## config.mk

```make
export PLATFORM = sky130hd
export DESIGN_NAME = smram_guard
export DESIGN_NICKNAME = d
export VERILOG_FILES = /design/src/rtl/smram_guard_pkg.sv /design/src/rtl/smram_guard_ctl.sv /design/src/rtl/smram_guard_dp.sv /design/src/rtl/smram_guard.sv
export SDC_FILE = /design/constraint.sdc
export NUM_CORES = 1
export LEC_CHECK = 0
export BUFFER_PORTS_ARGS = -buffer_cell sky130_fd_sc_hd__buf_2
export CAP_MARGIN = 20
export CORE_ASPECT_RATIO = 1.1
export CORE_MARGIN = 2
export CORE_UTILIZATION = 49
export DETAILED_ROUTE_END_ITERATION = 10
export HOLD_SLACK_MARGIN = 0.15
export PLACE_DENSITY = 0.88
export SLEW_MARGIN = 20
export SYNTH_ARGS = -nofsm -noshare
export SYNTH_HDL_FRONTEND = slang
export SYNTH_SLANG_ARGS = --single-unit
```

## constraint.sdc

```tcl
create_clock -name clk -period 8.5 [get_ports clk]
set_clock_uncertainty 0.05 [all_clocks]
set_input_delay 1.275 -clock clk [delete_from_list [all_inputs] [get_ports clk]]
set_output_delay 1.275 -clock clk [all_outputs]
set_load 0.1 [all_outputs]
```

## src/rtl/smram_guard_pkg.sv

```systemverilog
package smram_guard_pkg;

  typedef enum logic [1:0] {
    ROUTE_DRAM = 2'd0,
    ROUTE_PCI  = 2'd1,
    ROUTE_HOLE = 2'd2,
    ROUTE_NONE = 2'd3
  } route_e;

  // main control byte fields
  localparam int OPEN_BIT   = 6;
  localparam int CLOSED_BIT = 5;
  localparam int LOCK_BIT   = 4;
  localparam int GLOBAL_BIT = 3;
  // extended control byte fields
  localparam int HIGH_BIT   = 7;
  localparam int TSIZE_LSB  = 1;
  localparam int TEN_BIT    = 0;

  localparam logic [7:0] MAIN_RESET  = 8'h02;
  localparam logic [7:0] EXT_RESET   = 8'h00;
  localparam logic [7:0] MAIN_MASK   = 8'h78;
  localparam logic [7:0] MAIN_MASK_L = 8'h20;
  localparam logic [7:0] EXT_MASK    = 8'h87;
  localparam logic [7:0] EXT_MASK_L  = 8'h00;

  typedef struct packed {
    logic       openEn;
    logic       globalEn;
    logic       highEn;
    logic       tsegEn;
    logic [1:0] tsegSize;
  } ctl_strobes_t;

endpackage

```

## src/rtl/smram_guard_ctl.sv

```systemverilog
module smram_guard_ctl
  import smram_guard_pkg::*;
(
  input  logic         clk,
  input  logic         rstN,
  input  logic         cfgWrEn,
  input  logic         cfgSel,
  input  logic [7:0]   cfgWrData,
  output logic [7:0]   smramByte,
  output logic [7:0]   extByte,
  output ctl_strobes_t strobes
);

  logic [7:0] mainQ, extQ, mainNext, extNext, mainMask, extMask;
  logic       locked;

  assign locked   = mainQ[LOCK_BIT];
  assign mainMask = locked ? MAIN_MASK_L : MAIN_MASK;
  assign extMask  = locked ? EXT_MASK_L  : EXT_MASK;

  always_comb begin
    mainNext = (mainQ & ~mainMask) | (cfgWrData & mainMask);
    if (mainNext[LOCK_BIT]) mainNext[OPEN_BIT] = 1'b0;
    extNext  = (extQ & ~extMask) | (cfgWrData & extMask);
  end

  always_ff @(posedge clk or negedge rstN) begin
    if (!rstN) begin
      mainQ <= MAIN_RESET;
      extQ  <= EXT_RESET;
    end else if (cfgWrEn) begin
      if (!cfgSel) mainQ <= mainNext;
      else         extQ  <= extNext;
    end
  end

  assign smramByte         = mainQ;
  assign extByte           = extQ;
  assign strobes.openEn    = mainQ[OPEN_BIT];
  assign strobes.globalEn  = mainQ[GLOBAL_BIT];
  assign strobes.highEn    = extQ[HIGH_BIT];
  assign strobes.tsegEn    = extQ[TEN_BIT];
  assign strobes.tsegSize  = extQ[TSIZE_LSB +: 2];

endmodule

```

## src/rtl/smram_guard_dp.sv

```systemverilog
module smram_guard_dp
  import smram_guard_pkg::*;
#(
  parameter int ADDR_W = 32,
  parameter int DATA_W = 32,
  parameter logic [ADDR_W-1:0] LOW_BASE  = 32'h000A_0000,
  parameter logic [ADDR_W-1:0] HIGH_BASE = 32'hFEDA_0000,
  parameter int WIN_BYTES = 32'h0002_0000
) (
  input  logic              clk,
  input  logic              rstN,
  input  ctl_strobes_t      strobes,
  input  logic [ADDR_W-1:0] topOfLow,
  input  logic              reqValid,
  input  logic [ADDR_W-1:0] reqAddr,
  input  logic              reqSmm,
  output logic              rspValid,
  output logic [1:0]        rspRoute,
  output logic [DATA_W-1:0] holeData
);

  localparam logic [ADDR_W-1:0] WIN_SPAN = ADDR_W'(WIN_BYTES);
  localparam logic [ADDR_W-1:0] LOW_LAST  = LOW_BASE + WIN_SPAN - 1'b1;
  localparam logic [ADDR_W-1:0] HIGH_LAST = HIGH_BASE + WIN_SPAN - 1'b1;

  logic [ADDR_W:0] tsegBytes;
  logic            inLow, inHigh, inTseg;
  route_e          route;

  always_comb begin
    unique case (strobes.tsegSize)
      2'b00:   tsegBytes = (ADDR_W+1)'(1) << 20;
      2'b01:   tsegBytes = (ADDR_W+1)'(1) << 21;
      2'b10:   tsegBytes = (ADDR_W+1)'(1) << 23;
      default: tsegBytes = '0;
    endcase
    if (!strobes.tsegEn) tsegBytes = '0;
  end

  assign inLow  = (reqAddr >= LOW_BASE)  && (reqAddr <= LOW_LAST);
  assign inHigh = (reqAddr >= HIGH_BASE) && (reqAddr <= HIGH_LAST);
  assign inTseg = (tsegBytes != '0) && (reqAddr < topOfLow) &&
                  (({1'b0, reqAddr} + tsegBytes) >= {1'b0, topOfLow});

  always_comb begin
    route = ROUTE_NONE;
    if (inLow)  route = (strobes.openEn && !strobes.highEn) ? ROUTE_DRAM : ROUTE_PCI;
    if (inHigh) route = (strobes.openEn &&  strobes.highEn) ? ROUTE_DRAM : ROUTE_NONE;
    if (reqSmm && strobes.globalEn) begin
      if (inLow  && !strobes.highEn) route = ROUTE_DRAM;
      if (inHigh &&  strobes.highEn) route = ROUTE_DRAM;
    end
    if (inTseg) route = reqSmm ? ROUTE_DRAM : ROUTE_HOLE;
  end

  always_ff @(posedge clk or negedge rstN) begin
    if (!rstN) begin
      rspValid <= 1'b0;
      rspRoute <= ROUTE_NONE;
      holeData <= '0;
    end else begin
      rspValid <= reqValid;
      rspRoute <= reqValid ? route : ROUTE_NONE;
      holeData <= (reqValid && route == ROUTE_HOLE) ? '1 : '0;
    end
  end

endmodule

```

## src/rtl/smram_guard.sv

```systemverilog
module smram_guard
  import smram_guard_pkg::*;
(
  input  logic        clk,
  input  logic        rstN,
  input  logic        cfgWrEn,
  input  logic        cfgSel,
  input  logic [7:0]  cfgWrData,
  output logic [7:0]  smramByte,
  output logic [7:0]  extByte,
  input  logic [31:0] topOfLow,
  input  logic        reqValid,
  input  logic [31:0] reqAddr,
  input  logic        reqSmm,
  output logic        rspValid,
  output logic [1:0]  rspRoute,
  output logic [31:0] holeData
);

  ctl_strobes_t strobes;

  smram_guard_ctl ctl (
    .clk(clk), .rstN(rstN), .cfgWrEn(cfgWrEn), .cfgSel(cfgSel),
    .cfgWrData(cfgWrData), .smramByte(smramByte), .extByte(extByte),
    .strobes(strobes)
  );

  smram_guard_dp #(.ADDR_W(32), .DATA_W(32)) dp (
    .clk(clk), .rstN(rstN), .strobes(strobes), .topOfLow(topOfLow),
    .reqValid(reqValid), .reqAddr(reqAddr), .reqSmm(reqSmm),
    .rspValid(rspValid), .rspRoute(rspRoute), .holeData(holeData)
  );

endmodule

```

==> results of run 1 <==
==> cell families (layout without fill, tap and decap cells) <==
logic type               Yosys count  in the layout  share of synthesized area, %
XOR/XNOR                           9              9                         3.540
adder cells (fa/ha/maj)           48             48                         27.30
AO/OA/AOI/OAI                     52             52                         15.67
multiplexers                       7              7                         3.707
buffers and inverters             76            161                         19.38
flip-flops                        12             12                         13.60
other                              2              8                        0.3372
AND/OR/NAND/NOR                   68             68                         16.46
==> routing by layer <==
layer	track usage, %	part of all wire, %	routed length [um]	vias to the layer above
li1	-	-	-	1103
met1	23.15	39	2039	981
met3	4.185	8.9	464	7
met2	39.37	51	2655	99
met5	0	0	0	-
met4	4.444	1.1	55	0
==> cell usage after synthesis (all sizes together) <==
master   instances
and3             6
and3b            2
o41ai            1
xor2             2
nand4b           1
a22o             2
a31oi            1
a21o            10
o211ai           1
nand2b           1
nand3b           2
and4             1
a311oi           1
nor3             4
mux2             7
nor2            11
o21ai            7
nand3            8
a41oi            1
nor4bb           1
dfrtp           10
nand2           16
a2111oi          1
nor2b            3
a211o            1
fa               1
dfstp            2
nand4            7
o21bai           1
conb             2
o211a            1
a221o            1
o21a             1
nor3b            1
or4              1
inv             37
xnor2            7
a211oi           4
ha              47
a21oi           17
buf             39
nor4             3
o31ai            1
==> critical path, cell delays in order <==
cell and delay, ns:
buf_2 0.13, ha_1 0.18, inv_1 0.06, fa_1 0.40
nor2_1 0.16, o21a_1 0.22, nand4_1 0.13, xnor2_1 0.14
ha_1 0.29, nand3_1 0.14, nor4_1 0.09, a221o_1 0.34
a311oi_1 0.24, o31ai_1 0.11, o211a_1 0.28, mux2_4 0.30
==> layout make-up <==
| cell class | instances | area [um2] |
|---|---|---|
| Clock buffer | 4 | 55.05 |
| Tap cell | 54 | 67.56 |
| Inverter | 37 | 138.9 |
| Sequential cell | 12 | 302.8 |
| Multi-Input combinational cell | 192 | 1515 |
| Fill cell | 405 | 1668 |
| Timing Repair Buffer | 120 | 600.6 |
==> per-stage QoR <==
stage | setup WS, ns | area (um2) | instances | total power, mW
floorplan | 4.281 | 2250 | 280 | 0.2926
global placement | 4.012 | 2625 | 415 | 0.3359
detailed placement | 3.890 | 2625 | 415 | 0.3406
CTS | 4.155 | 2680 | 419 | 0.4052
global route | 3.909 | 2680 | 419 | 0.4294
finish | 4.145 | 2680 | 419 | 0.4021
==> power by group <==
part	leakage [nW]	switching, mW	internal, mW	total (mW)
sequential	0.141	0.0111	0.0667	0.0779
clock	0.0288	0.0215	0.0410	0.0624
combinational	1.45	0.192	0.0702	0.262
==> worst max path at each step <==
stage / startpoint / to / slack (ns) / cells past startpoint
final: reqAddr[20] / dp.rspRoute[1] / 4.14 / 16
after detailed placement: reqAddr[20] / dp.rspRoute[1] / 3.89 / 16
after CTS: reqAddr[20] / dp.rspRoute[1] / 4.16 / 16
after floorplan: reqAddr[20] / dp.rspRoute[1] / 4.28 / 15
after global routing: reqAddr[20] / dp.rspRoute[1] / 3.91 / 16
after global placement: reqAddr[20] / dp.rspRoute[1] / 4.01 / 16
==> summary.md, run 1 <==
| Metric | Value |
|---|---|
| Outcome | `finished clean` |
| CTS Hold Bufs | `0` |
| FF-to-FF path depth | `16` |
| Horizontal die dimension | `68.28 um` |
| Wire length of the first global-routing pass | `8114 um` |
| Area of the mapped netlist | `0.002227 mm2` |
| Top cell type by total area after synthesis | `ha_1` |
| Number of nets in the finished design | `492` |
| Die area | `0.005101 mm2` |
| Maximum VDD drop | `0.1672 mV` |
| Global route total overflow | `0` |
| Antenna violations before repair | `0` |
| Setup repair bufs after CTS | `0` |
| Starting density of the core | `51.22%` |
| Cell at the root of the clock tree | `clkbuf_8` |
| Number of top-level pins | `129` |
| Fraction of the core area covered by cells at the end of the flow | `61.64%` |
| Required time at the worst-slack endpoint | `8.62 ns` |
| Routability cong. | `0.9166` |
| Number of standard-cell rows in the floorplan | `25` |
| Worst Hold Depth | `1` |
| Total vias in the final route | `2190` |
| Fin crit period | `4.355 ns` |
| Hold Crit Class | `flop to flop` |
| Aggregate negative setup slack | `0 ns` |
| Hold Path End | `ctl.smramByte[5]` |
| Setup crit end kind | `flop` |
| Element type at the critical path start | `input pin` |
| Post-synth top area share | `26.40%` |
| Placeable Area | `0.004348 mm2` |
| Vias per cell | `5.227` |
| Mean instance size in the synthesized netlist | `8.128 um2` |
| Most frequent cells in the layout | `buf_2, ha_1, inv_1` |
| Number of max-cap violations | `0` |
| Max clock buf depth | `2` |
| Diode insertion count for antenna repair | `0` |
| Via count of the first global-routing pass | `1985` |
| Die Span Y | `74.71 um` |
| Critical path class | `input pin to flop` |
| 1st-iter DRT viols | `40` |
| Number of levels the H-tree was split into | `1` |
| Setup slack on the worst flop-to-flop path | `4.61 ns` |
| DRC violation count after routing | `0` |
| CTS tree | `yes` |
| CTS sink count | `12` |
| Hold Violations, Final | `0` |
| Input/output buffers | `120` |
| Achievable clock frequency | `0.2296 GHz` |
| Worst Hold Margin | `0.4517 ns` |
| Leading cell type in the layout, fill and taps excluded | `buf_2` |
| Number of failing setup endpoints in the final timing report | `0` |
| Leakage dissipation | `1.617 nW` |
| Relative slew slack | `59.56%` |
| Number of search-and-repair iterations in the first detailed-routing pass | `4` |
| Arrival time worst endpoint | `4.48 ns` |
| Beginning of the worst hold path | `ctl.smramByte[5]` |
| Post-Synthesis Cells | `274` |
| Worst r2r dst | `dp.rspRoute[1]` |
| Latest clock arrival within the worst-skew pair | `0.25 ns` |
| Synth top area cells | `ha_1, buf_4, dfrtp_1` |
| Num CTS Buffers | `3` |
| Power density of the placed cells | `150.0 mW/mm2` |
| Clock-pin slew reported for the worst setup and hold paths after clock tree synthesis | `0.05 ns` |
| Total Wirelength | `5214 um` |
| Final number of max-transition violations | `0` |
| Slew of the pin with the lowest slew margin | `0.6066 ns` |
| Count of cells resized by post-cts repair | `0` |
| Flops & latches, synth | `12` |
| Synth Warn # | `0` |
| Ratio of cells with drive above 1 in the final layout | `37.81%` |
| Post-route antenna net violation count | `0` |
| Detailed-placement wirelength estimate | `4623 um` |
| Post-detailed-route wirelength per cell | `12.44 um` |
| Share of synthesized area occupied by flip-flops and latches | `13.60%` |
| Largest net degree at the start of global routing | `33` |
| Library cells used by synthesis | `46` |
| Post-synthesis to final-layout area growth | `20.34%` |
| RSZ-0062 raised after global routing | `no` |
| Overall global routing resource usage | `20.58%` |
| Top fanout value on the critical path | `5` |
| Final critical-path share of the clock period | `51.24%` |
Power figures use the tool's default switching activity.
==> inputs of run 2 (changes only) <==
--- a/config.mk
+++ b/config.mk
@@ -9,10 +9,10 @@
 export CAP_MARGIN = 20
 export CORE_ASPECT_RATIO = 1.1
 export CORE_MARGIN = 2
-export CORE_UTILIZATION = 49
+export CORE_UTILIZATION = 41
 export DETAILED_ROUTE_END_ITERATION = 10
 export HOLD_SLACK_MARGIN = 0.15
-export PLACE_DENSITY = 0.88
+export PLACE_DENSITY = 0.79
 export SLEW_MARGIN = 20
 export SYNTH_ARGS = -nofsm -noshare
 export SYNTH_HDL_FRONTEND = slang
==> constraint.sdc (replaced) <==
create_clock -name clk -period 3.9 [get_ports clk]
set_clock_uncertainty 0.05 [all_clocks]
set_input_delay 0.585 -clock clk [delete_from_list [all_inputs] [get_ports clk]]
set_output_delay 0.585 -clock clk [all_outputs]
set_load 0.1 [all_outputs]
==> run 2 against run 1 <==
- critical path depth is the same
- combinational power rose by 120%
- critical path type is now flop to flop
- die area rose by 18%
- hold slack lost 0.29 ns
- routed wire length down 2.5%
- final cell count up 5.7%
- sequential share of layout area is 0.12 points lower
- setup slack worse by 4.0 ns
- power up 120%
- core utilization shrank 9.7 points
- non-clock buffer count grew 3
==> summary.md, run 2 (same netlist as run 1, synthesis figures left out) <==
| Metric | Value |
|---|---|
| Overall global routing resource usage | `15.69%` |
| Placeable Area | `0.005325 mm2` |
| Leading cell type in the layout, fill and taps excluded | `buf_2` |
| Clock-pin slew reported for the worst setup and hold paths after clock tree synthesis | `0.05 ns` |
| Vias per cell | `4.853` |
| Design Power | `0.8883 mW` |
| Number of standard-cell rows in the floorplan | `28` |
| Worst path buffer plus inverter count | `1` |
| Cell area after placement | `0.002665 mm2` |
| Post-synthesis to final-layout area growth | `24.16%` |
| Number of max-cap violations | `0` |
| Final critical-path share of the clock period | `95.19%` |
| Aggregate negative setup slack | `0 ns` |
| Post-place setup slack | `-0.02884 ns` |
| Wire length of the first global-routing pass | `7652 um` |
| Number of failing setup endpoints in the final timing report | `0` |
| CTS Hold Bufs | `0` |
| Starting density of the core | `41.82%` |
| Arrival time worst endpoint | `3.83 ns` |
| Global route total overflow | `0` |
| Total vias in the final route | `2150` |
| Die Span Y | `81.30 um` |
| Master of the slowest instance on the critical path | `dfrtp_2` |
| Routability cong. | `0.8854` |
| Final number of max-transition violations | `0` |
| Worst stage delay on the critical path | `0.44 ns` |
| Gate family responsible for the most delay along the worst path | `compound AO/OA/AOI/OAI gates` |
| Final setup slack of the worst path | `0.1875 ns` |
| Largest net degree at the start of global routing | `33` |
| Maximum VDD drop | `0.4669 mV` |
| Power density of the placed cells | `321.3 mW/mm2` |
| Setup crit end kind | `flop` |
| Leakage dissipation | `1.633 nW` |
| Cells along the critical path | `nor3b_2, ha_2, inv_1, fa_2, nor2_2, o21a_1, nand4_1, xnor2_1, ha_1, nand3_2, nor4_2, a221o_1, a311oi_2, o31ai_1, o211a_1, mux2_4` |
| Max clock buf depth | `2` |
| Number of top-level pins | `129` |
| Die area | `0.006038 mm2` |
| Required time at the worst-slack endpoint | `4.02 ns` |
| Num CTS Buffers | `3` |
| Slew of the pin with the lowest slew margin | `0.6115 ns` |
| Achievable clock frequency | `0.2694 GHz` |
| Cells after DPL | `437` |
| Outcome | `finished clean` |
| DRC violation count after routing | `0` |
| Diode insertion count for antenna repair | `0` |
| Number of nets in the finished design | `495` |
| Number of standard cells in the layout, taps in and fillers out | `443` |
| Post-route antenna net violation count | `0` |
| Number of search-and-repair iterations in the first detailed-routing pass | `4` |
| Element type at the critical path start | `flop` |
| Via count of the first global-routing pass | `1876` |
| Top fanout value on the critical path | `6` |
| Hold Violations, Final | `0` |
| Antenna violations before repair | `0` |
| Number of levels the H-tree was split into | `1` |
| Hold Crit Class | `input pin to asynchronous set/reset pin` |
| Critical path class | `flop to flop` |
| Area of all placed cells without fillers | `0.002765 mm2` |
| Cell at the root of the clock tree | `clkbuf_8` |
| Post-detailed-route wirelength per cell | `11.48 um` |
| Ratio of cells with drive above 1 in the final layout | `41.03%` |
| Input/output buffers | `120` |
| Latest clock arrival within the worst-skew pair | `0.24 ns` |
| Relative slew slack | `59.23%` |
| Total Wirelength | `5084 um` |
| Horizontal die dimension | `74.27 um` |
| CTS tree | `yes` |
| 1st-iter DRT viols | `37` |
| Most frequent cells in the layout | `buf_2, ha_1, inv_1` |
| CTS sink count | `12` |
| Detailed-placement wirelength estimate | `4545 um` |
| Fin crit period | `3.712 ns` |
==> run 2: through the flow <==
step / hold WS [ns] / utilization, %
CTS: 0.1675 / 51.22
detailed placement: 0.4228 / 50.05
floorplan: 0.2394 / -
global route: 0.1825 / 51.93
finish: 0.1623 / 51.93
global placement: 0.4198 / 50.05
==> run 2: layout make-up <==
| class | count | area (um2) |
|---|---|---|
| multi-input combinational | 192 | 1545 |
| sequential | 12 | 309.0 |
| inverter | 37 | 138.9 |
| tap | 75 | 93.84 |
| fill | 540 | 2560 |
| timing repair buffer | 123 | 623.1 |
| clock buffer | 4 | 55.05 |
==> run 2: final timing paths <==
kind                                   from                    endpoint  slack [ns]  depth (start not counted)
max in group asynchronous              rstN              dp.rspRoute[0]        3.37                          1
setup reg to reg                       flop              dp.rspRoute[1]        0.19                         16
hold / removal                         rstN  asynchronous set/reset pin        0.16                          1
hold reg to reg            ctl.smramByte[5]            ctl.smramByte[5]        0.46                          1
setup / recovery                       flop              dp.rspRoute[1]        0.19                         16
min in group clk           ctl.smramByte[5]            ctl.smramByte[5]        0.46                          1
==> run 2: power breakdown <==
group,total [mW],internal (mW),switching (mW)
Clock,0.133,0.0890,0.0440
Sequential,0.173,0.149,0.0242
Combinational,0.582,0.160,0.422
Total,0.888,0.398,0.490
==> run 2: routing by layer <==
metal / vias to the layer above / GRT usage, % / wire length (um) / part of all wire, %
met2: 82 / 29.91 / 2536 / 50
met4: 0 / 1.607 / 17 / 0.33
met1: 957 / 18.97 / 2176 / 43
met3: 2 / 2.357 / 353 / 6.9
met5: - / 0 / 0 / 0
li1: 1109 / - / - / -
==> run 2: repair_timing <==
action,4_1_cts,5_1_grt
setup buffers,1,1
gates resized for setup,0,7
pin swaps,0,1
endpoints found under the setup margin,1,3
